File: src/rtl/wdog_two_stage.sv
module wdog_two_stage #(
  parameter int CW = 16
) (
  input  logic          clk,
  input  logic          rst_n,
  input  logic          cfg_we,
  input  logic [1:0]    cfg_addr,
  input  logic [CW-1:0] cfg_wdata,
  input  logic          kick,
  input  logic          trig_in,
  output logic          sci_o,
  output logic          nmi_o,
  output logic          smi_o,
  output logic          wdo_o,
  output logic          hw_rst_o
);
  localparam int OPT_W = 8;
  localparam int B_SCI = 0, B_NMI = 1, B_SMI = 2, B_NOW = 3;
  localparam int B_FALL = 4, B_EARLY = 5, B_TEN = 6, B_ARM = 7;

  typedef enum logic [1:0] {S_IDLE, S_RUN1, S_RUN2, S_TRIP} st_t;

  st_t              st_q;
  logic [CW-1:0]    ld1_q, ld2_q, cnt1_q, cnt2_q;
  logic [OPT_W-1:0] opt_q;
  logic [2:0]       sy_q;
  logic             sci_q, nmi_q, smi_q, wdo_q, rst_q;
  logic             idle;

  wire pin_rise = sy_q[1] & ~sy_q[2];
  wire pin_fall = ~sy_q[1] & sy_q[2];
  wire pin_hit  = opt_q[B_TEN] & (opt_q[B_FALL] ? pin_fall : pin_rise);
  wire retrig   = kick | pin_hit;
  wire arm_wr   = cfg_we && cfg_addr == 2'd2 && cfg_wdata[B_ARM];
  wire expire1  = st_q == S_RUN1 && !retrig && cnt1_q == '0;
  wire pre1     = st_q == S_RUN1 && !retrig && cnt1_q == CW'(1);
  wire expire2  = st_q == S_RUN2 && !retrig && cnt2_q == '0;

  assign idle = st_q == S_IDLE;

  always_ff @(posedge clk or negedge rst_n)
    if (!rst_n) begin
      ld1_q <= '0;
      ld2_q <= '0;
      opt_q <= '0;
    end else if (cfg_we) begin
      case (cfg_addr)
        2'd0: ld1_q <= cfg_wdata;
        2'd1: ld2_q <= cfg_wdata;
        2'd2: opt_q <= cfg_wdata[OPT_W-1:0];
        default: ;
      endcase
    end

  always_ff @(posedge clk or negedge rst_n)
    if (!rst_n) sy_q <= '0;
    else        sy_q <= {sy_q[1:0], trig_in};

  always_ff @(posedge clk or negedge rst_n)
    if (!rst_n) begin
      st_q   <= S_IDLE;
      cnt1_q <= '0;
      cnt2_q <= '0;
    end else begin
      case (st_q)
        S_IDLE:
          if (arm_wr) begin
            st_q   <= S_RUN1;
            cnt1_q <= ld1_q;
          end
        S_RUN1:
          if (retrig)        cnt1_q <= ld1_q;
          else if (expire1) begin
            if (opt_q[B_NOW]) st_q <= S_TRIP;
            else begin
              st_q   <= S_RUN2;
              cnt2_q <= ld2_q;
            end
          end else           cnt1_q <= cnt1_q - 1'b1;
        S_RUN2:
          if (retrig) begin
            st_q   <= S_RUN1;
            cnt1_q <= ld1_q;
          end else if (expire2) st_q <= S_TRIP;
          else                  cnt2_q <= cnt2_q - 1'b1;
        default: ;
      endcase
    end

  always_ff @(posedge clk or negedge rst_n)
    if (!rst_n) begin
      sci_q <= 1'b0;
      nmi_q <= 1'b0;
      smi_q <= 1'b0;
      wdo_q <= 1'b0;
      rst_q <= 1'b0;
    end else begin
      sci_q <= expire1 & opt_q[B_SCI];
      nmi_q <= expire1 & opt_q[B_NMI];
      smi_q <= expire1 & opt_q[B_SMI];
      wdo_q <= opt_q[B_EARLY] ? pre1 : expire1;
      if ((expire1 && opt_q[B_NOW]) || expire2) rst_q <= 1'b1;
    end

  assign sci_o    = sci_q;
  assign nmi_o    = nmi_q;
  assign smi_o    = smi_q;
  assign wdo_o    = wdo_q;
  assign hw_rst_o = rst_q;
endmodule

File: config.mk
export PLATFORM = sky130hd
export DESIGN_NAME = wdog_two_stage
export DESIGN_NICKNAME = d
export VERILOG_FILES = /design/src/rtl/wdog_two_stage.sv
export SDC_FILE = /design/constraint.sdc
export NUM_CORES = 1
export LEC_CHECK = 0
export BUFFER_PORTS_ARGS = -buffer_cell sky130_fd_sc_hd__buf_2
export CAP_MARGIN = 25
export CORE_MARGIN = 2
export CORE_UTILIZATION = 50
export CTS_CLUSTER_DIAMETER = 120
export CTS_CLUSTER_SIZE = 10
export DETAILED_ROUTE_END_ITERATION = 8
export GPL_TIMING_DRIVEN = 0
export PLACE_DENSITY = 0.68
export SLEW_MARGIN = 15
export SYNTH_ARGS = -nofsm -noshare
export SYNTH_HDL_FRONTEND = slang
export SYNTH_SLANG_ARGS = --single-unit
File: constraint.sdc
create_clock -name clk -period 3.5 [get_ports clk]
set_input_delay 0.875 -clock clk [delete_from_list [all_inputs] [get_ports clk]]
set_output_delay 0.875 -clock clk [all_outputs]
set_load 0.01 [all_outputs]
==> impl_metrics.toml <==
[critical_path]
worst_path_most_repeated_cell = "nand4b_1"
crit_cells = 9
cp-start-kind = "flop"
slowest_delay_ns = 0.50
cp_top_family = "simple AND/OR/NAND/NOR gates"
critPathKind = "flop to flop"
ff2ff_path_depth = 9
crit_slowest_cell = "nor4_4"
critPathArrivalTime_ns = 3.20
crit_fanout = 10
required_ns = 3.79
endpoint_kind = "flop"
cp_num_buf_inv = 2
crit_chain = "inv_1 > ha_1 > nand2b_1 > nor4_4 > nand4b_1 > a221oi_1 > clkbuf_1 > nand4b_1 > nand3_1"

[clock_tree]
root_buffer = "clkbuf_8"
cts_tree = "built"
cts_resized = 0
cts_made_buffers = 9
cts_hold_buf = 0
post_cts_buffers = 0
clk-insertion-delay-late_ns = 0.36
h-tree-depth = 3
clock_sinks = 81
path_clk_slew_ns = 0.09
clockBufferDepth = 2

[yosys]
netlist.area_leader.share = 0.502
synthAdderAreaFrac = 0.0248
synth-compound-area-share = 0.121
syn_area_per_cell_um2 = 10.4
synthTopCellsByCount = "dfrtp_1 (81), mux2_2 (39), nand2_1 (30), nand3_1 (26)"
syn_nets = 418
ys_types = 45
syn_inst = 387
yosysWarningCount = 0
synth_top_family_by_area = "simple AND/OR/NAND/NOR gates"
synth.most_common_cell = "dfrtp_1"
synth_simple_gate_area_share = 0.201
ys.flop_type = "dfrtp_1"
ys_async_sr_fraction = 1.00
synth_mux_area_frac = 0.124
synth-edff-count = 0
ys_seq_elements = 81
synthesis.area_um2 = 4040
synthXorXnorAreaFrac = 0
ys_seq_area_frac = 0.502
synthTopCellsByArea = "dfrtp_1 (50%), mux2_2 (11%), nand3_1 (3.2%), o21ai_0 (3.0%), nand2_1 (2.8%)"
yosysTopAreaCell = "dfrtp_1"

[pwr]
p_total_mw = 3.21
p_per_area_nw_per_um2 = 712
leakagePower_nw = 1.86
ir_drop_v = 0.000296

[global_routing]
grt_pass1_vias = 3054
grtUsageTotal = 0.229
grt_antenna_before_repair = 0
grt_pass1_wl_mm = 15.4
grt_overflow_total = 0
grt_max_degree = 52

[min_path]
hold_class = "flop to flop"
hold_depth = 0

[job]
drv_cap = 0

[timing]
setup_slack_ns = 0.591
fmax_mhz = 344
slew_viol_final = 0
setup_viol = 0
fin_skew_ns = 0.0139
slew-limit-headroom = 0.569
fin_setup_tns_ns = 0
fin_crit_sh = 0.831
fin_crit_ns = 2.91
timing_hold_violations_final = 0
worstMarginPinSlew_ns = 0.646
rsz0062_at_grt = "false"

[die]
dieArea_um2 = 8810
coreArea_um2 = 7770
io_pins = 28
dieHeight_um = 93.9
die_width_um = 93.9
std_cell_rows = 32
start_util = 0.520

[finish]
final_util = 0.581
final_cell_area_um2 = 4510
area_growth_pct = 11.7
layout-drive-gt1-share = 0.206
final_nets = 458
antenna_cells = 0

[status]
outcome = "finished, final reports clean"

[route]
drt_iter0_markers = 201
postRouteAntennaNets = 0
met3_wirelength_um = 475
wl_met2_mm = 4.26
totalWireLength_mm = 9.19
vias = 3213
drc = 0
detail_route.wl_per_cell_um = 17.2
routed.top_layer = "met4"
viasPerCell = 6.02
drt-met1-wl_mm = 4.27
drtPass1Iterations = 4

[place]
hpwlAfterDp_mm = 6.55
io_buffers = 27
dpl-instance-area_um2 = 4330
place_ws_ns = 0.535
finalWeightedCongestion = 0.880
-- per-layer routing --
| metal | GRT usage | vias up |
|---|---|---|
| met1 | 0.337 | 1585 |
| met5 | 0 | - |
| li1 | - | 1517 |
| met3 | 0.0361 | 13 |
| met4 | 0.0870 | 0 |
| met2 | 0.340 | 98 |
-- state kept, by name (all words and copies together), names as in the netlist --
signal and cells:
wdo_o 1, sci_o 1, nmi_o 1, cnt2_q 16
cnt1_q 16, st_q 2, ld1_q 16, hw_rst_o 1
ld2_q 16, smi_o 1, sy_q 3, opt_q 7
-- logic make-up after synthesis --
family / count (synthesis)
simple gates: 149
flops: 81
compound gates: 77
mux: 45
buf+inv: 27
fa+ha+maj: 8
-- through the flow --
stage / hold slack [ns] / cells
after global placement: 0.332 / 516
after global routing: 0.369 / 534
after detailed placement: 0.336 / 517
after CTS: 0.356 / 533
final: 0.353 / 534
after floorplan: 0.331 / 387
-- worst reg2reg max path, delay by kind of cell (launching register included) --
kind	cells	cell delay (ns)
and+or+nand+nor	5	1.18
buffers and inverters	2	0.57
AOI/OAI and AO/OA	1	0.47
DFF	1	0.40
adders and majority gates	1	0.23
-- placed cells by master (no fill, tap or decap), types with 6 or more instances in the layout --
cell type and instances:
dfrtp_1 81, mux2_2 39, nand2_1 30, buf_2 28, nand3_1 26, o21ai_0 24
nor2_1 24, a21oi_1 20, clkbuf_1 16, nor3_1 13, or3_1 9, clkbuf_8 9
inv_1 8, or4_1 8, a31oi_1 8, ha_1 8, mux2i_1 6
-- final timing paths --
| path | from | end | slack [ns] |
|---|---|---|---|
| max | cnt1_q[0] | cnt2_q[14] | 0.59 |
| min | sy_q[0] | sy_q[1] | 0.35 |
| max reg2reg | cnt1_q[0] | cnt2_q[14] | 0.59 |
| min reg2reg | sy_q[0] | sy_q[1] | 0.35 |
| max in group asynchronous | rst_n | cnt1_q[2] | 2.47 |
| min in group asynchronous | rst_n | cnt2_q[9] | 0.45 |
-- area by class of cell --
class                   count  area, µm²
plain buffers              19       80.1
clock buffers               9        124
clock inverters             7       52.6
fillers                   704       3260
inverters                   8       30.0
multi-input cells         279       1900
flip-flops and latches     81       2030
well taps                 102        128
repair buffers             29        170
-- power by group --
group / internal [mW] / total (mW) / leakage, nW / switching [mW]
sequential: 1.22 / 1.51 / 0.955 / 0.285
clock: 0.260 / 0.616 / 0.0783 / 0.356
combinational: 0.455 / 1.09 / 0.830 / 0.638
total: 1.94 / 3.21 / 1.86 / 1.28
No activity file was read; power rests on OpenSTA's default activity.
